===== config.mk =====
export PLATFORM = sky130hd
export DESIGN_NAME = asram_bus_ctrl
export DESIGN_NICKNAME = d
export VERILOG_FILES = /design/src/rtl/asram_ctrl_pkg.sv /design/src/rtl/asram_wait_timer.sv /design/src/rtl/asram_lane_ctrl.sv /design/src/rtl/asram_ctrl_fsm.sv /design/src/rtl/asram_bus_ctrl.sv
export SDC_FILE = /design/constraint.sdc
export NUM_CORES = 1
export LEC_CHECK = 0
export ABC_AREA = 1
export BUFFER_PORTS_ARGS = -buffer_cell sky130_fd_sc_hd__buf_2
export CAP_MARGIN = 25
export CORE_MARGIN = 3
export CORE_UTILIZATION = 45
export CTS_BUF_LIST = sky130_fd_sc_hd__clkbuf_8
export DETAILED_ROUTE_END_ITERATION = 8
export PLACE_DENSITY = 0.83
export SYNTH_ARGS = -nofsm -noshare
export SYNTH_HDL_FRONTEND = slang
export SYNTH_SLANG_ARGS = --single-unit
export TNS_END_PERCENT = 100

===== constraint.sdc =====
create_clock -name clk -period 1.9 [get_ports clk]
set_clock_uncertainty 0.15 [all_clocks]
set_input_delay 0.38 -clock clk [delete_from_list [all_inputs] [get_ports clk]]
set_output_delay 0.38 -clock clk [all_outputs]
set_load 0.02 [all_outputs]

===== src/rtl/asram_ctrl_pkg.sv =====
// Package: shared state type and the conversion from nanoseconds to wait cycles.
// Assumes that timing figures and the clock period are whole nanoseconds.
package asram_ctrl_pkg;

    typedef enum logic [2:0] {
        ST_IDLE,
        ST_SETUP,
        ST_READ_WAIT,
        ST_READ_CAPTURE,
        ST_WRITE_PULSE,
        ST_WRITE_RECOVER,
        ST_TURNAROUND
    } ctrl_state_t;

    // Rounds a time in ns up to whole clock cycles, never returning less than one.
    function automatic int ns_to_cycles(input int t_ns, input int period_ns);
        int c;
        c = (t_ns + period_ns - 1) / period_ns;
        return (c < 1) ? 1 : c;
    endfunction

    function automatic int imax(input int a, input int b);
        return (a > b) ? a : b;
    endfunction

endpackage


===== src/rtl/asram_wait_timer.sv =====
// Wait timer: a load sets the remaining count, and done is high once it reaches zero.
// Assumes the owner loads COUNT-1 so that done rises in the COUNT-th cycle.
module asram_wait_timer #(
    parameter int CNT_W = 4
) (
    input  logic             clk,
    input  logic             rst_n,
    input  logic             load,
    input  logic [CNT_W-1:0] load_val,
    output logic             done
);
    logic [CNT_W-1:0] cnt_q;

    // Counts down to zero after each load, then holds at zero.
    always_ff @(posedge clk) begin
        if (!rst_n)
            cnt_q <= '0;
        else if (load)
            cnt_q <= load_val;
        else if (cnt_q != '0)
            cnt_q <= cnt_q - 1'b1;
    end

    assign done = (cnt_q == '0);
endmodule


===== src/rtl/asram_lane_ctrl.sv =====
// Byte-lane control: builds the active-low lane enables from the mask and zeroes
// the unselected lanes of read data. Assumes DATA_W = LANES * 8.
module asram_lane_ctrl #(
    parameter int LANES = 2
) (
    input  logic [LANES-1:0]   lane_mask,
    input  logic               mem_active,
    input  logic [LANES*8-1:0] raw_din,
    output logic [LANES-1:0]   lane_en_n,
    output logic [LANES*8-1:0] masked_din
);
    for (genvar g = 0; g < LANES; g++) begin : g_lane
        // A lane pin is low only while the chip is enabled and the lane is selected.
        assign lane_en_n[g] = ~(lane_mask[g] & mem_active);
        // Data from an unselected lane is forced to zero.
        assign masked_din[g*8 +: 8] = lane_mask[g] ? raw_din[g*8 +: 8] : 8'h00;
    end
endmodule


===== src/rtl/asram_ctrl_fsm.sv =====
// Sequencer: accepts one request at a time, latches it, and steps through
// setup, strobe, capture/recover and turnaround states using the wait timer.
// Assumes the wait counts are at least 1 and fit in CNT_W bits.
module asram_ctrl_fsm
    import asram_ctrl_pkg::*;
#(
    parameter int ADDR_W = 16,
    parameter int DATA_W = 16,
    parameter int LANES  = 2,
    parameter int CNT_W  = 4,
    parameter int WP_CYC = 1,
    parameter int RD_CYC = 2,
    parameter int HZ_CYC = 1
) (
    input  logic              clk,
    input  logic              rst_n,
    input  logic              host_req,
    input  logic              host_we,
    input  logic [ADDR_W-1:0] host_addr,
    input  logic [DATA_W-1:0] host_wdata,
    input  logic [LANES-1:0]  host_bmask,
    output logic              host_rdy,
    output logic [ADDR_W-1:0] cur_addr,
    output logic [DATA_W-1:0] cur_wdata,
    output logic [LANES-1:0]  cur_mask,
    output logic              ce_act,
    output logic              oe_act,
    output logic              we_act,
    output logic              drv_act,
    output logic              rd_capture,
    output logic              rvalid
);
    ctrl_state_t      state_q, state_d;
    logic             op_we_q;
    logic             last_we_q, have_last_q;
    logic             accept, need_turn;
    logic             tmr_load, tmr_done;
    logic [CNT_W-1:0] tmr_val;

    assign accept    = host_req && (state_q == ST_IDLE);
    assign need_turn = have_last_q && (last_we_q != host_we);

    asram_wait_timer #(.CNT_W(CNT_W)) u_timer (
        .clk      (clk),
        .rst_n    (rst_n),
        .load     (tmr_load),
        .load_val (tmr_val),
        .done     (tmr_done)
    );

    // Next-state and timer-load decision.
    always_comb begin
        state_d  = state_q;
        tmr_load = 1'b0;
        tmr_val  = '0;
        unique case (state_q)
            ST_IDLE: if (accept) begin
                if (need_turn) begin
                    state_d  = ST_TURNAROUND;
                    tmr_load = 1'b1;
                    tmr_val  = CNT_W'(HZ_CYC - 1);
                end else begin
                    state_d = ST_SETUP;
                end
            end
            ST_TURNAROUND: if (tmr_done) state_d = ST_SETUP;
            ST_SETUP: begin
                tmr_load = 1'b1;
                if (op_we_q) begin
                    state_d = ST_WRITE_PULSE;
                    tmr_val = CNT_W'(WP_CYC - 1);
                end else begin
                    state_d = ST_READ_WAIT;
                    tmr_val = CNT_W'(RD_CYC - 1);
                end
            end
            ST_WRITE_PULSE:   if (tmr_done) state_d = ST_WRITE_RECOVER;
            ST_WRITE_RECOVER: state_d = ST_IDLE;
            ST_READ_WAIT:     if (tmr_done) state_d = ST_READ_CAPTURE;
            ST_READ_CAPTURE:  state_d = ST_IDLE;
            default:          state_d = ST_IDLE;
        endcase
    end

    // State register.
    always_ff @(posedge clk) begin
        if (!rst_n) state_q <= ST_IDLE;
        else        state_q <= state_d;
    end

    // Latches the accepted request and remembers the direction of the last transfer.
    always_ff @(posedge clk) begin
        if (!rst_n) begin
            cur_addr    <= '0;
            cur_wdata   <= '0;
            cur_mask    <= '0;
            op_we_q     <= 1'b0;
            last_we_q   <= 1'b0;
            have_last_q <= 1'b0;
        end else if (accept) begin
            cur_addr    <= host_addr;
            cur_wdata   <= host_wdata;
            cur_mask    <= host_bmask;
            op_we_q     <= host_we;
            last_we_q   <= host_we;
            have_last_q <= 1'b1;
        end
    end

    assign host_rdy   = (state_q == ST_IDLE);
    assign ce_act     = (state_q == ST_SETUP) || (state_q == ST_READ_WAIT) ||
                        (state_q == ST_WRITE_PULSE) || (state_q == ST_WRITE_RECOVER);
    assign oe_act     = !op_we_q && ((state_q == ST_SETUP) || (state_q == ST_READ_WAIT));
    assign we_act     = (state_q == ST_WRITE_PULSE);
    assign drv_act    = (state_q == ST_WRITE_PULSE) || (state_q == ST_WRITE_RECOVER);
    assign rd_capture = (state_q == ST_READ_WAIT) && tmr_done;
    assign rvalid     = (state_q == ST_READ_CAPTURE);

    // Checker state: length of the current write strobe.
    logic [CNT_W:0] we_run_q;
    always_ff @(posedge clk) begin
        if (!rst_n)      we_run_q <= '0;
        else if (we_act) we_run_q <= we_run_q + 1'b1;
        else             we_run_q <= '0;
    end

    assert_write_pulse_width_R3: assert property (@(posedge clk) disable iff (!rst_n)
        $fell(we_act) |-> (we_run_q == (CNT_W+1)'(WP_CYC)));

    assert_read_before_capture_R5: assert property (@(posedge clk) disable iff (!rst_n)
        rd_capture |-> (oe_act && ce_act && !we_act));

    assert_turn_gap_R8: assert property (@(posedge clk) disable iff (!rst_n)
        (accept && need_turn) |=> !ce_act);
endmodule


===== src/rtl/asram_bus_ctrl.sv =====
// Top: bus controller for a 64K x 16 asynchronous SRAM. Converts the ns timing
// parameters into wait counts, wires sequencer and lane logic to the pins, and
// registers the read data. Assumes the memory data pins are split externally
// into mem_dout/mem_dout_en (outbound) and mem_din (inbound).
module asram_bus_ctrl
    import asram_ctrl_pkg::*;
#(
    parameter int ADDR_W        = 16,
    parameter int DATA_W        = 16,
    parameter int CLK_PERIOD_NS = 8,
    parameter int T_WP_NS       = 8,
    parameter int T_DW_NS       = 6,
    parameter int T_AA_NS       = 12,
    parameter int T_RC_NS       = 12,
    parameter int T_HZ_NS       = 6
) (
    input  logic              clk,
    input  logic              rst_n,
    input  logic              host_req,
    input  logic              host_we,
    input  logic [ADDR_W-1:0] host_addr,
    input  logic [DATA_W-1:0] host_wdata,
    input  logic [1:0]        host_bmask,
    output logic              host_rdy,
    output logic [DATA_W-1:0] host_rdata,
    output logic              host_rvalid,
    output logic [ADDR_W-1:0] mem_addr,
    output logic              mem_ce_n,
    output logic              mem_we_n,
    output logic              mem_oe_n,
    output logic              mem_lb_n,
    output logic              mem_ub_n,
    output logic [DATA_W-1:0] mem_dout,
    output logic              mem_dout_en,
    input  logic [DATA_W-1:0] mem_din
);
    localparam int LANES   = DATA_W / 8;
    localparam int WP_CYC  = ns_to_cycles(imax(T_WP_NS, T_DW_NS), CLK_PERIOD_NS);
    localparam int RD_CYC  = ns_to_cycles(imax(T_AA_NS, T_RC_NS), CLK_PERIOD_NS);
    localparam int HZ_CYC  = ns_to_cycles(T_HZ_NS, CLK_PERIOD_NS);
    localparam int MAX_CYC = imax(imax(WP_CYC, RD_CYC), HZ_CYC);
    localparam int CNT_W   = $clog2(MAX_CYC + 1);

    logic              ce_act, oe_act, we_act, drv_act, rd_capture;
    logic [LANES-1:0]  cur_mask, lane_en_n;
    logic [DATA_W-1:0] cur_wdata, masked_din;

    asram_ctrl_fsm #(
        .ADDR_W (ADDR_W), .DATA_W (DATA_W), .LANES (LANES), .CNT_W (CNT_W),
        .WP_CYC (WP_CYC), .RD_CYC (RD_CYC), .HZ_CYC (HZ_CYC)
    ) u_fsm (
        .clk        (clk),
        .rst_n      (rst_n),
        .host_req   (host_req),
        .host_we    (host_we),
        .host_addr  (host_addr),
        .host_wdata (host_wdata),
        .host_bmask (host_bmask[LANES-1:0]),
        .host_rdy   (host_rdy),
        .cur_addr   (mem_addr),
        .cur_wdata  (cur_wdata),
        .cur_mask   (cur_mask),
        .ce_act     (ce_act),
        .oe_act     (oe_act),
        .we_act     (we_act),
        .drv_act    (drv_act),
        .rd_capture (rd_capture),
        .rvalid     (host_rvalid)
    );

    asram_lane_ctrl #(.LANES(LANES)) u_lanes (
        .lane_mask  (cur_mask),
        .mem_active (ce_act),
        .raw_din    (mem_din),
        .lane_en_n  (lane_en_n),
        .masked_din (masked_din)
    );

    // Registers the lane-masked read word on the last wait cycle.
    always_ff @(posedge clk) begin
        if (!rst_n)          host_rdata <= '0;
        else if (rd_capture) host_rdata <= masked_din;
    end

    assign mem_ce_n    = ~ce_act;
    assign mem_oe_n    = ~oe_act;
    assign mem_we_n    = ~we_act;
    assign mem_lb_n    = lane_en_n[0];
    assign mem_ub_n    = lane_en_n[LANES-1];
    assign mem_dout    = cur_wdata;
    assign mem_dout_en = drv_act;

    assert_idle_standby_R2: assert property (@(posedge clk) disable iff (!rst_n)
        host_rdy |-> mem_ce_n);

    assert_busy_after_accept_R2: assert property (@(posedge clk) disable iff (!rst_n)
        (host_req && host_rdy) |=> !host_rdy);

    assert_no_contention_R4: assert property (@(posedge clk) disable iff (!rst_n)
        mem_dout_en |-> mem_oe_n);

    assert_strobes_exclusive_R4: assert property (@(posedge clk) disable iff (!rst_n)
        !(!mem_we_n && !mem_oe_n));

    assert_write_edge_stable_R3: assert property (@(posedge clk) disable iff (!rst_n)
        $rose(mem_we_n) |-> (mem_dout_en && $stable(mem_dout) && $stable(mem_addr)));

    assert_rvalid_single_R5: assert property (@(posedge clk) disable iff (!rst_n)
        host_rvalid |=> !host_rvalid);

    assert_lanes_idle_R6: assert property (@(posedge clk) disable iff (!rst_n)
        mem_ce_n |-> (mem_lb_n && mem_ub_n));
endmodule


# == Word level (Yosys, flattened, before mapping) ==
# Cells that the tools add are included.
# Widths: inputs -> output; s select.
# totals
inputBits,54
wordCells,57
ff_bits,57
# op_classes
addsub,1
n_eq_ne,11
reduce_logical,14
muxes,16
bitwise_logic,7
# ops
cell,count
$mux 3,6
$mux 8,2
$pmux 3 s5,1
$eq 3x3->1 const B,3
$ne 2x1->1 const B,4
$eq 3x2->1 const B,2
$mux 2,3
$not 1->1,5
$logic_and 1x1->1,4
$logic_or 1x1->1,4
$reduce_and 4->1,1
$reduce_bool 2->1,2
$eq 3x1->1 const B,1
$logic_not 3->1,1
$mux 1,3
$and 1x1->1,2
$logic_not 2->1,1
$pmux 1 s2,1
$sub 2x1->2 const B,1
$logic_not 1->1,1
$ne 1x1->1,1

# == Depth between registers and ports, before layout ==
# Gate-level depths: netlist of run 1.
# depth
depth_word,6
depth_mapped,8
mapped_depth_nobuf,8

# == Hierarchy ==
# From an unflattened synthesis of run 1, not the netlist that was laid out.
# hier_totals
cells_unflattened,364
area_unflattened_um2,2680.1
# by_module_without_submodules
module,area_each_um2,seq_area_each_um2,instances,cells_per_inst
asram_ctrl_fsm,1734.2,780.7,1,208
asram_bus_ctrl,685.7,320.3,1,104
asram_lane_ctrl,150.1,0.0,1,36
asram_wait_timer,110.1,40.0,1,16

# == Least setup slack after synthesis of run 1 ==
# OpenSTA, ideal clock, no wires.
# synth_path
path_kind,register to output
startpoint,reg u_fsm.state_q[0]
endpoint,out mem_lb_n
path_buffers,0
path_stages_with_launch,7
arrival_time_ns,1.285
slack_ns,0.085
cell_sequence,dfxtp_1 -> inv_2 -> nand3_1 -> nand2_1 -> nor2_1 -> inv_1 -> nand2_1
# synth_via
elab_chain_len,6
elab_cells_between_ends,9
cone_classes,eq/ne: 4; bitwise: 2; reduce/logical: 3
# synth_lines
element,line,rtl
"start, declared",asram_ctrl_fsm.sv:33,"ctrl_state_t state_q, state_d;"
"start signal, assigned",asram_ctrl_fsm.sv:88,else state_q <= state_d;
$eq 3x1->1 / $eq 3x2->1 (equally long branches),asram_ctrl_fsm.sv:111,assign ce_act = (state_q == ST_SETUP) || (state_q == ST_READ_WAIT) ||
$logic_or 1x1->1 (2 in series),asram_ctrl_fsm.sv:111,
$logic_or 1x1->1 (*),asram_ctrl_fsm.sv:112,(state_q == ST_WRITE_PULSE) || (state_q == ST_WRITE_RECOVER);
$and 1x1->1 (*),asram_lane_ctrl.sv:14,assign lane_en_n[g] = ~(lane_mask[g] & mem_active);
$not 1->1 (*),asram_lane_ctrl.sv:14,
"end, declared",asram_bus_ctrl.sv:31,"output logic mem_lb_n,"
# Every way passes the cells marked *; elsewhere a longest branch is shown, timed or not.

# == Final worst setup path of run 1 ==
# layout_path
startpoint,reg u_fsm.state_q[2]
endpoint,out mem_lb_n
# Same word-level chain as after synthesis.

==> results of run 1 <==
==> cell usage in the layout, fill, tap and decap left out <==
cell / instances
buf_2: 107
a21oi_2: 9
nand2_1: 69
nand4_1: 3
dfxtp_4: 3
dfxtp_1: 54
xnor2_1: 1
nor2_4: 3
o21ai_2: 1
nand3_2: 10
nor2_1: 1
buf_4: 13
nor2_2: 1
inv_2: 3
o21ai_0: 3
nand4_4: 1
ha_1: 1
nand2_2: 3
clkbuf_8: 12
clkinv_2: 3
inv_1: 9
a21oi_1: 45
nand3b_1: 16
inv_4: 2
nand2_4: 1
nor3_1: 2
nand3_1: 30
==> layer usage <==
metal	vias up	wire length, um	track usage
met3	6	474	0.0601
met5	-	0	0
met2	92	2980	0.322
li1	1201	-	-
met1	1097	2690	0.253
met4	0	49	0.0787
==> flip-flops by register name (all words and copies together) (netlist names) <==
signal	cells
u_fsm.state_q	3
host_rdata	16
u_fsm.cur_mask	2
u_fsm.op_we_q	1
u_fsm.have_last_q	1
u_fsm.cur_addr	16
u_fsm.cur_wdata	16
u_fsm.u_timer.cnt_q	2
==> power by group through the flow <==
stage                     registers, mW  clock network, mW  logic [mW]
final                              1.61              0.994        2.13
after global routing               1.64               1.07        2.36
after CTS                          1.59               1.03        2.04
after detailed placement           1.60                  0        2.00
after global placement             1.59                  0        1.97
after floorplan                    1.78                  0        1.36
==> area by class of cell <==
cell class / count / area [um2]
Fill cell: 442 / 1700
Inverter: 14 / 57.6
Tap cell: 67 / 83.8
Multi-Input combinational cell: 200 / 1100
Clock inverter: 3 / 15.0
Sequential cell: 57 / 1150
Clock buffer: 12 / 165
Timing Repair Buffer: 120 / 633
==> per-stage QoR <==
stage / hold WS, ns / setup TNS, ns / cells / utilization
CTS: 0.150 / 0 / 472 / 0.644
global placement: 0.296 / 0 / 456 / 0.602
detailed placement: 0.300 / 0 / 456 / 0.602
finish: 0.168 / 0 / 473 / 0.654
global route: 0.159 / -0.000454 / 473 / 0.654
floorplan: 0.307 / 0 / 292 / -
==> what timing repair did <==
action | CTS | global route
endpoints found under the setup margin | 3 | 19
setup buffers | 1 | 1
pin swaps | 0 | 3
gates resized for setup | 8 | 12
==> tightest hold or removal path, delay by kind of cell <==
family / cells / cell delay, ns
buffers and inverters: 1 / 0.10
and+or+nand+nor: 1 / 0.06
AOI/OAI and AO/OA: 1 / 0.05
==> cell families after synthesis <==
| group | Yosys count | share of synthesized area |
|---|---|---|
| simple gates | 140 | 0.301 |
| fa+ha+maj | 1 | 0.00526 |
| compound gates | 58 | 0.138 |
| xor+xnor | 1 | 0.00368 |
| buf+inv | 35 | 0.0726 |
| flops | 57 | 0.479 |
==> worst min-delay path by stage <==
stage	startpoint	depth (start not counted)	slack (ns)	end
finish	host_wdata[12]	3	0.17	u_fsm.cur_wdata[12]$_SDFFE_PN0N_
CTS	host_wdata[12]	3	0.15	u_fsm.cur_wdata[12]$_SDFFE_PN0N_
detailed placement	u_fsm.cur_wdata[4]$_SDFFE_PN0N_	2	0.30	u_fsm.cur_wdata[4]$_SDFFE_PN0N_
global placement	u_fsm.cur_addr[10]$_SDFFE_PN0N_	2	0.30	u_fsm.cur_addr[10]$_SDFFE_PN0N_
floorplan	u_fsm.have_last_q$_SDFFE_PN0N_	2	0.31	u_fsm.have_last_q$_SDFFE_PN0N_
global route	host_wdata[15]	3	0.16	u_fsm.cur_wdata[15]$_SDFFE_PN0N_
==> reports/qor.json, run 1 <==
{
  "setup.worst_path.start_class": "register",
  "drt.antenna.violating_nets": 0,
  "synth-seq-cells": 57,
  "clock_insertion_delay_worst_skew_ns": 0.31,
  "cellLeakagePower_nw": 1.46,
  "area_growth_synth_to_finish_pct": 34.9,
  "syn_area_per_cell_um2": 8.15,
  "reg2reg_depth": 5,
  "worst_setup_path_end_kind": "primary output",
  "power.ir.vdd_worst_mv": 0.804,
  "cp_top_family": "simple AND/OR/NAND/NOR gates",
  "cp.arrival_ns": 1.30,
  "grt_pass1_wl_um": 9970,
  "route.detailed.wl_per_inst_um": 13.1,
  "timing.hold.worst.class": "in2reg",
  "timing.critical_path.slowest_stage_cell": "dfxtp_4",
  "reg2reg_to": "host_rdata[7]$_SDFFE_PN0P_",
  "gpl.final_weighted_congestion": 0.790,
  "relSlewSlack": 0.739,
  "post-synth-top-area-cell": "dfxtp_1",
  "drt_first_pass_iters": 4,
  "core-area_um2": 4910,
  "r2r-start": "u_fsm.u_timer.cnt_q[0]$_SDFFE_PN0P_",
  "post_dp_cell_area_um2": 2960,
  "critical_path_required_ns": 1.37,
  "largest_net_degree_at_the_start_of_global_routing": 38,
  "synth.yosys.seq_area_share": 0.479,
  "ys.warnings.count": 0,
  "detailedPlace.worstSlack_ns": 0.0709,
  "share_of_final_layout_standard_cells_stronger_than_drive_strength_1": 0.424,
  "synthesis.nets": 347,
  "timing.final.max_slew_violations": 0,
  "unique_masters_post_synth": 24,
  "tritoncts": "yes",
  "reg2reg_slack_ns": 0.28,
  "vias_per_cell": 5.07,
  "cts_root_buf": "clkbuf_8",
  "crit_path_max_incr_delay_ns": 0.37,
  "worst_setup_path_endpoint": "mem_lb_n",
  "synth-edff-count": 0,
  "path_cells": "nor2_4 -> nand2_2 -> nand2_2 -> nor2_4 -> inv_2 -> nand2_1 -> buf_4",
  "tightest_slew_ns": 0.391,
  "switching_share": 0.417,
  "drt_iter0_markers": 123,
  "synth.cells.most_frequent": "71 x nand2_1, 57 x dfxtp_1, 45 x a21oi_1",
  "grt_pass1_vias": 2189,
  "powerDensity_nw_per_um2": 1480,
  "n_antenna_cell": 0,
  "status": "finished clean",
  "power.clock.fraction": 0.210,
  "final_number_of_setup_violating_endpoints": 0,
  "power.sequential.fraction": 0.341,
  "post-route-worst-setup-slack_ns": 0.0729,
  "comb_power_share": 0.450,
  "dpl.hpwl_um": 4320,
  "critical_path.n_buffers_inverters": 2,
  "initial_utilization": 0.485,
  "syn_area_um2": 2380,
  "clock_tree.htree_level_count": 3,
  "io_buffer_count": 109,
  "critical_path.max_fanout": 4,
  "global_route.usage.total": 0.201,
  "die_area_um2": 6200,
  "fmax_mhz": 547,
  "drv_cap": 0,
  "synth.most_common_cell": "nand2_1",
  "die_y_um": 78.7,
  "post-layout-total-power_mw": 4.74,
  "layout.cell_area.non_filler_um2": 3210,
  "share_of_the_cycle_needed_by_the_critical_path_after_routing": 0.962,
  "tritoncts.num_buffers": 9,
  "path_clk_slew_ns": 0.06,
  "fin_nets": 457,
  "synth_top_area_frac": 0.479,
  "grt_antenna_before_repair": 0,
  "detailroute.via_count": 2396,
  "top_level_ports": 110,
  "synthCells": 292,
  "wl_um": 6190,
  "cts_buffer_depth": 2,
  "power.switching_mw": 1.97,
  "postSynth.topFlopCell": "dfxtp_1",
  "final-hold-violation-count": 0,
  "ys_top_cells_by_area": "dfxtp_1 48%, nand2_1 11%, a21oi_1 9.5%, nand3_1 6.5%, nand3b_1 5.0%",
  "hold_buf_count_cts": 0,
  "worst-path-stages": 7,
  "power.internal_mw": 2.76,
  "globalRouteOverflowTotal": 0,
  "layout_min_cycle_time_ns": 1.83,
  "clock-sinks": 57,
  "post_detailed_route_drc_marker_count": 0,
  "synth-async-reset-ratio": 0,
  "count_of_standard_cell_rows": 25,
  "timing_worst_setup_path_type": "reg2out",
  "cp-startpoint": "u_fsm.state_q[2]$_SDFFE_PN0P_",
  "die_w_um": 78.7
}
No activity file was read; power rests on OpenSTA's default activity.
==> inputs of run 2 (changes only) <==
Settings changed: CORE_UTILIZATION 45 to 35, PLACE_DENSITY 0.83 to 0.69.
==> run 2 against run 1 <==
  * Non-clock buffer count did not move
  * Via count decreased by 2.1%
  * Final cell count is 2.3% higher
  * Register-to-register slack got worse by 0.07 ns
  * Worst setup slack better by 0.00077 ns
  * Sequential share of layout area decreased by 0.46 points
  * Clock-buffer cell count increased by 1
  * Routed wire length grew 0.34%
  * Largest cell class unchanged
  * Power grew 1.8%
  * Die area grew 26%
  * Highest routed layer is now met5
  * Sequential power barely moved
==> reports/qor.json, run 2 (synthesis gave the netlist of run 1 again) <==
{
  "relSlewSlack": {"value": 0.731, "change": "-0.00843"},
  "power.switching": {"value": 1.99, "unit": "mW", "change": "+0.87%"},
  "worst_setup_path_end_kind": "primary output",
  "gpl.final_weighted_congestion": {"value": 0.789, "change": "about the same"},
  "commonest_non_fill_non_tap_cell_in_the_layout": "buf_2",
  "critical_path.max_fanout": {"value": 4, "change": "unchanged"},
  "cellLeakagePower": {"value": 1.47, "unit": "nW", "change": "+0.81%"},
  "comb_power_share": {"value": 0.447, "change": "-0.003"},
  "core-area": {"value": 6460, "unit": "um2", "change": "+32%"},
  "fin_nets": {"value": 457, "change": "unchanged"},
  "layout_min_cycle_time": {"value": 1.83, "unit": "ns", "change": "-0.000768 ns"},
  "post-layout-total-power": {"value": 4.83, "unit": "mW", "change": "+1.8%"},
  "rsz0062_at_grt": "yes",
  "share_of_the_cycle_needed_by_the_critical_path_after_routing": {"value": 0.961, "change": "about the same"},
  "cp.arrival": {"value": 1.30, "unit": "ns", "change": "about the same"},
  "powerDensity": {"value": 1480, "unit": "nW/um2", "change": "+0.55%"},
  "power.ir.vdd_worst": {"value": 0.731, "unit": "mV", "change": "-9.1%"},
  "route.detailed.wl_per_inst": {"value": 12.8, "unit": "um", "change": "-1.9%"},
  "power.sequential.fraction": {"value": 0.334, "change": "-0.007"},
  "grt_pass1_vias": {"value": 2208, "change": "+0.87%"},
  "wl": {"value": 6220, "unit": "um", "change": "+0.34%"},
  "final-hold-violation-count": {"value": 0, "change": "unchanged"},
  "n_antenna_cell": {"value": 0, "change": "unchanged"},
  "layout_common_cells": "107 x buf_2, 68 x nand2_1, 54 x dfxtp_1",
  "top_level_ports": {"value": 110, "change": "unchanged"},
  "vias_per_cell": {"value": 4.85, "change": "-4.4%"},
  "clock_tree.htree_level_count": {"value": 3, "change": "unchanged"},
  "die_w": {"value": 88.5, "unit": "um", "change": "+12%"},
  "initial_utilization": {"value": 0.368, "change": "-0.116"},
  "timing.final.max_slew_violations": {"value": 0, "change": "unchanged"},
  "finalCoreUtilization": {"value": 0.503, "change": "-0.150"},
  "drv_cap": {"value": 0, "change": "unchanged"},
  "path_clk_slew": {"value": 0.06, "unit": "ns", "change": "about the same"},
  "layout.cell_area.non_filler": {"value": 3250, "unit": "um2", "change": "+1.3%"},
  "global_route.usage.total": {"value": 0.159, "change": "-0.0417"},
  "post_dp_cell_area": {"value": 2960, "unit": "um2", "change": "about the same"},
  "grt_antenna_before_repair": {"value": 1, "change": "+1"},
  "die_area": {"value": 7830, "unit": "um2", "change": "+26%"},
  "share_of_final_layout_standard_cells_stronger_than_drive_strength_1": {"value": 0.423, "change": "-0.00104"},
  "cts_root_buf": "clkbuf_8",
  "drt_iter0_markers": {"value": 101, "change": "-18%"},
  "dpl.hpwl": {"value": 4210, "unit": "um", "change": "-2.5%"},
  "critical_path_required": {"value": 1.37, "unit": "ns", "change": "about the same"},
  "clock_insertion_delay_worst_skew": {"value": 0.31, "unit": "ns", "change": "about the same"},
  "tritoncts": "yes",
  "clock-sinks": {"value": 57, "change": "unchanged"},
  "power.clock.fraction": {"value": 0.218, "change": "+0.008"},
  "power.internal": {"value": 2.83, "unit": "mW", "change": "+2.5%"},
  "tritoncts.num_buffers": {"value": 9, "change": "unchanged"},
  "post_detailed_route_drc_marker_count": {"value": 0, "change": "unchanged"},
  "fmax": {"value": 548, "unit": "MHz", "change": "about the same"},
  "io_buffer_count": {"value": 109, "change": "unchanged"},
  "final_number_of_setup_violating_endpoints": {"value": 0, "change": "unchanged"},
  "drt_first_pass_iters": {"value": 4, "change": "unchanged"},
  "die_y": {"value": 88.5, "unit": "um", "change": "+12%"},
  "drt.antenna.violating_nets": {"value": 0, "change": "unchanged"},
  "cts_buffer_depth": {"value": 2, "change": "unchanged"},
  "timing_worst_setup_path_type": "reg2out",
  "timing.hold.worst.class": "in2reg",
  "switching_share": {"value": 0.413, "change": "-0.00399"},
  "area_growth_synth_to_finish_pct": 36.6,
  "hold_buf_count_cts": {"value": 0, "change": "unchanged"},
  "tightest_slew": {"value": 0.404, "unit": "ns", "change": "+0.0126 ns"},
  "count_of_standard_cell_rows": {"value": 29, "change": "+16%"},
  "reg.largest.list": "host_rdata: 16 flops, u_fsm.cur_addr: 16 flops, u_fsm.cur_wdata: 16 flops",
  "detailroute.via_count": {"value": 2345, "change": "-2.1%"},
  "setup.worst_path.start_class": "register",
  "status": "finished clean",
  "grt_pass1_wl": {"value": 9920, "unit": "um", "change": "-0.55%"},
  "globalRouteOverflowTotal": {"value": 0, "change": "unchanged"},
  "largest_net_degree_at_the_start_of_global_routing": {"value": 54, "change": "+42%"}
}
[run 2: area by class of cell]
| type | instances | area, um2 |
|---|---|---|
| clock buffers | 13 | 179 |
| fillers | 637 | 3210 |
| inverters | 14 | 55.1 |
| multi-input cells | 200 | 1100 |
| clock inverters | 3 | 15.0 |
| flip-flops and latches | 57 | 1150 |
| repair buffers | 120 | 653 |
| well taps | 77 | 96.3 |
[run 2: repair_timing]
action,in CTS,in global routing
setup buffers,1,4
pin swaps,0,4
resized for setup,13,8
setup endpoints to repair,3,19
[run 2: final timing paths]
path                                                      from                               end  slack (ns)  depth (start not counted)
worst max-delay path             u_fsm.state_q[2]$_SDFFE_PN0P_                          mem_ub_n        0.07                          7
worst min register to register  u_fsm.cur_addr[1]$_SDFFE_PN0N_    u_fsm.cur_addr[1]$_SDFFE_PN0N_        0.31                          2
worst min-delay path                            host_wdata[12]  u_fsm.cur_wdata[12]$_SDFFE_PN0N_        0.17                          3
worst max register to register   u_fsm.state_q[2]$_SDFFE_PN0P_        u_fsm.op_we_q$_SDFFE_PN0N_        0.21                          7
[run 2: critical path, stage by stage, from the launching register on]
cell     delay, ns
dfxtp_4       0.37
nor2_4        0.13
nand2_2       0.09
nand2_2       0.07
nor2_2        0.05
inv_2         0.07
nand2_1       0.06
buf_6         0.14
[run 2: power groups by stage]
stage / Combinational (mW) / Clock, mW / Sequential (mW)
floorplan: 1.36 / 0 / 1.78
global placement: 1.94 / 0 / 1.61
detailed placement: 1.96 / 0 / 1.62
CTS: 2.03 / 1.10 / 1.61
global route: 2.39 / 1.16 / 1.64
finish: 2.16 / 1.05 / 1.61
[run 2: per-layer routing]
layer / share of wire / GRT usage / vias up
li1: - / - / 1198
met3: 0.078 / 0.0484 / 7
met1: 0.47 / 0.203 / 1051
met4: 0.0060 / 0.0536 / 2
met2: 0.45 / 0.256 / 87
met5: 0.0019 / 0 / -
[run 2: through the flow]
stage / hold slack, ns / worst slack (ns) / setup TNS, ns / std cells
after floorplan: 0.307 / 0.0847 / 0 / 292
after global placement: 0.295 / 0.129 / 0 / 463
after detailed placement: 0.302 / 0.0717 / 0 / 463
after CTS: 0.152 / 0.0215 / 0 / 480
after global routing: 0.148 / -0.0208 / -0.0228 / 484
final: 0.171 / 0.0737 / 0 / 484
==> inputs of run 3 (changes only) <==
Settings changed: PLACE_DENSITY 0.69 to 0.67, SYNTH_HIERARCHICAL set to 1.
==> run 3 against run 2 <==
  * Die area grew 12%
  * Area after synthesis is 13% higher
  * Maximum frequency decreased by 0.82%
  * Critical endpoint is now mem_oe_n
==> reports/qor.json, run 3 <==
{
  "status": "finished clean",
  "drt.antenna.violating_nets": {"value": 0, "change": "unchanged"},
  "largest_net_degree_at_the_start_of_global_routing": {"value": 38, "change": "-30%"},
  "tritoncts": "yes",
  "synth-async-reset-ratio": {"value": 0, "change": "unchanged"},
  "layout_common_cells": "105 x buf_2, 79 x nand2_1, 54 x dfxtp_1",
  "setup.worst_path.start_class": "register",
  "whs_endpoint": "u_fsm/cur_wdata[7]$_SDFFE_PN0P_",
  "drt_first_pass_iters": {"value": 5, "change": "+1"},
  "worst_setup_path_end_kind": "primary output",
  "cp-startpoint": "u_fsm/state_q[2]$_SDFFE_PN0P_",
  "synth-edff-count": {"value": 0, "change": "unchanged"},
  "reg2reg_depth": {"value": 9, "change": "+2"},
  "reg2reg_to": "u_fsm/u_timer/cnt_q[1]$_SDFFE_PN0P_",
  "drv_cap": {"value": 0, "change": "unchanged"},
  "syn_area_per_cell": {"value": 7.36, "unit": "um2", "change": "-9.7%"},
  "finalHoldWorstSlack": {"value": 0.172, "unit": "ns", "change": "+0.000774 ns"},
  "route.detailed.wl_per_inst": {"value": 11.3, "unit": "um", "change": "-12%"},
  "timing_worst_setup_path_type": "reg2out",
  "final-hold-violation-count": {"value": 0, "change": "unchanged"},
  "vias_per_cell": {"value": 4.46, "change": "-8.0%"},
  "path_clk_slew": {"value": 0.07, "unit": "ns", "change": "about the same"},
  "synth_top_area_frac": {"value": 0.426, "change": "-0.0537"},
  "layout.cell_area.non_filler": {"value": 3550, "unit": "um2", "change": "+9.3%"},
  "fmax": {"value": 543, "unit": "MHz", "change": "-0.82%"},
  "timing.final.max_slew_violations": {"value": 0, "change": "unchanged"},
  "area_growth_synth_to_finish_pct": 32.5,
  "core-area": {"value": 7330, "unit": "um2", "change": "+14%"},
  "synth.cells.most_frequent": "82 x nand2_1, 57 x dfxtp_1, 51 x inv_1",
  "hold_path.startpoint": "host_wdata[7]",
  "reg.largest.list": "host_rdata: 16 flops, u_fsm/cur_addr: 16 flops, u_fsm/cur_wdata: 16 flops",
  "reg2reg_slack": {"value": 0.18, "unit": "ns", "change": "-0.03 ns"},
  "dpl.hpwl": {"value": 4450, "unit": "um", "change": "+5.8%"},
  "count_of_standard_cell_rows": {"value": 31, "change": "+6.9%"},
  "r2r-start": "u_fsm/state_q[2]$_SDFFE_PN0P_",
  "hold_depth": {"value": 3, "change": "unchanged"},
  "powerDensity": {"value": 1570, "unit": "nW/um2", "change": "+6.1%"},
  "die_w": {"value": 93.5, "unit": "um", "change": "+5.7%"},
  "clock_tree.htree_level_count": {"value": 3, "change": "unchanged"},
  "timing.hold.worst.class": "in2reg",
  "rsz0062_at_grt": "yes",
  "post-synth-top-area-cell": "dfxtp_1",
  "die_area": {"value": 8740, "unit": "um2", "change": "+12%"},
  "power.ir.vdd_worst": {"value": 0.613, "unit": "mV", "change": "-16%"},
  "final_number_of_setup_violating_endpoints": {"value": 0, "change": "unchanged"},
  "share_of_the_cycle_needed_by_the_critical_path_after_routing": {"value": 0.969, "change": "+0.00796"},
  "syn_area": {"value": 2680, "unit": "um2", "change": "+13%"},
  "wl": {"value": 6510, "unit": "um", "change": "+4.7%"},
  "io_buffer_count": {"value": 109, "change": "unchanged"},
  "global_route.usage.total": {"value": 0.153, "change": "-0.00631"},
  "top_level_ports": {"value": 110, "change": "unchanged"},
  "clock-sinks": {"value": 57, "change": "unchanged"},
  "unique_masters_post_synth": {"value": 28, "change": "+17%"},
  "post_detailed_route_drc_marker_count": {"value": 0, "change": "unchanged"},
  "die_y": {"value": 93.5, "unit": "um", "change": "+5.7%"},
  "grt_antenna_before_repair": {"value": 0, "change": "-1"},
  "clock_insertion_delay_worst_skew": {"value": 0.32, "unit": "ns", "change": "about the same"},
  "grt_pass1_vias": {"value": 2423, "change": "+9.7%"},
  "cp.arrival": {"value": 1.31, "unit": "ns", "change": "about the same"},
  "tritoncts.num_buffers": {"value": 9, "change": "unchanged"},
  "finalCoreUtilization": {"value": 0.485, "change": "-0.0187"},
  "critical_path.max_fanout": {"value": 5, "change": "+1"},
  "ys_top_cells_by_area": "dfxtp_1 43%, nand2_1 11%, inv_1 7.1%, nand3_1 6.9%, a21oi_2 6.5%",
  "initial_utilization": {"value": 0.366, "change": "-0.00287"},
  "layout_min_cycle_time": {"value": 1.84, "unit": "ns", "change": "+0.0151 ns"},
  "hold_buf_count_cts": {"value": 0, "change": "unchanged"},
  "globalRouteOverflowTotal": {"value": 0, "change": "unchanged"},
  "cts_root_buf": "clkbuf_8",
  "grt_pass1_wl": {"value": 10700, "unit": "um", "change": "+8.3%"},
  "cellLeakagePower": {"value": 1.76, "unit": "nW", "change": "+19%"},
  "fin_nets": {"value": 527, "change": "+15%"},
  "ys.warnings.count": {"value": 6, "change": "+6"},
  "setup-tns-final": {"value": 0, "unit": "ns", "change": "unchanged"},
  "synthCells": {"value": 364, "change": "+25%"},
  "critical_path_required": {"value": 1.37, "unit": "ns", "change": "about the same"},
  "share_of_final_layout_standard_cells_stronger_than_drive_strength_1": {"value": 0.407, "change": "-0.0159"},
  "detailroute.via_count": {"value": 2567, "change": "+9.5%"},
  "post_dp_cell_area": {"value": 3240, "unit": "um2", "change": "+9.5%"},
  "synth.yosys.seq_area_share": {"value": 0.426, "change": "-0.0537"},
  "cts_buffer_depth": {"value": 2, "change": "unchanged"},
  "synth-seq-cells": {"value": 57, "change": "unchanged"},
  "commonest_non_fill_non_tap_cell_in_the_layout": "buf_2",
  "synthesis.nets": {"value": 419, "change": "+21%"},
  "drt_iter0_markers": {"value": 78, "change": "-23%"},
  "gpl.final_weighted_congestion": {"value": 0.733, "change": "-7.1%"},
  "synth.most_common_cell": "nand2_1",
  "post-layout-total-power": {"value": 5.59, "unit": "mW", "change": "+16%"},
  "postSynth.topFlopCell": "dfxtp_1",
  "n_antenna_cell": {"value": 0, "change": "unchanged"}
}
[run 3: timing repair]
item                                    CTS  global route
gates cloned                              0             0
resized for setup                         9            18
endpoints found under the hold margin     0             0
buffers inserted                          1             2
endpoints found under the setup margin    5             6
pin swaps                                 1             3
[run 3: per-stage QoR]
stage / instances / setup slack (ns)
after floorplan: 364 / 0.282
final: 576 / 0.0586
after CTS: 574 / 0.00213
after global routing: 576 / -0.0454
after detailed placement: 557 / 0.134
after global placement: 557 / 0.171
[run 3: report_power, final]
part	internal (mW)	switching (mW)	total (mW)
clock	0.767	0.482	1.25
combinational	0.924	1.66	2.58
sequential	1.52	0.245	1.76
total	3.21	2.38	5.59
[run 3: worst max-delay path, cell delays in order, from the launching register on]
cell and delay [ns]:
dfxtp_4 0.37, nor2_4 0.13, nand2_2 0.07, nand2_2 0.06
inv_2 0.05, nor2_2 0.11, inv_1 0.06, buf_4 0.15
[run 3: cells by family after synthesis]
group / synth area share
adders and majority gates: 0.00467
AOI/OAI and AO/OA: 0.121
and+or+nand+nor: 0.303
buffers and inverters: 0.143
DFF: 0.426
other: 0.00140
[run 3: final cells by class]
cell class              count  area (um2)
multi-input cells         233        1190
well taps                  99         124
clock inverters             6        82.6
inverters                  53         209
clock buffers              10         138
fillers                   738        3780
repair buffers            118         656
flip-flops and latches     57        1150
[run 3: worst max path at each step]
stage	endpoint	slack, ns	depth (start not counted)
global placement	mem_ub_n	0.17	7
global route	mem_we_n	-0.05	6
detailed placement	mem_ub_n	0.13	7
floorplan	u_fsm/u_timer/cnt_q[1]$_SDFFE_PN0P_	0.28	9
CTS	mem_ub_n	0.002	7
finish	mem_oe_n	0.06	7
[run 3: layer usage]
layer | wire (um) | track usage
met1 | 2810 | 0.177
met2 | 3050 | 0.256
met3 | 597 | 0.0571
met4 | 51 | 0.0549
met5 | 0 | 0
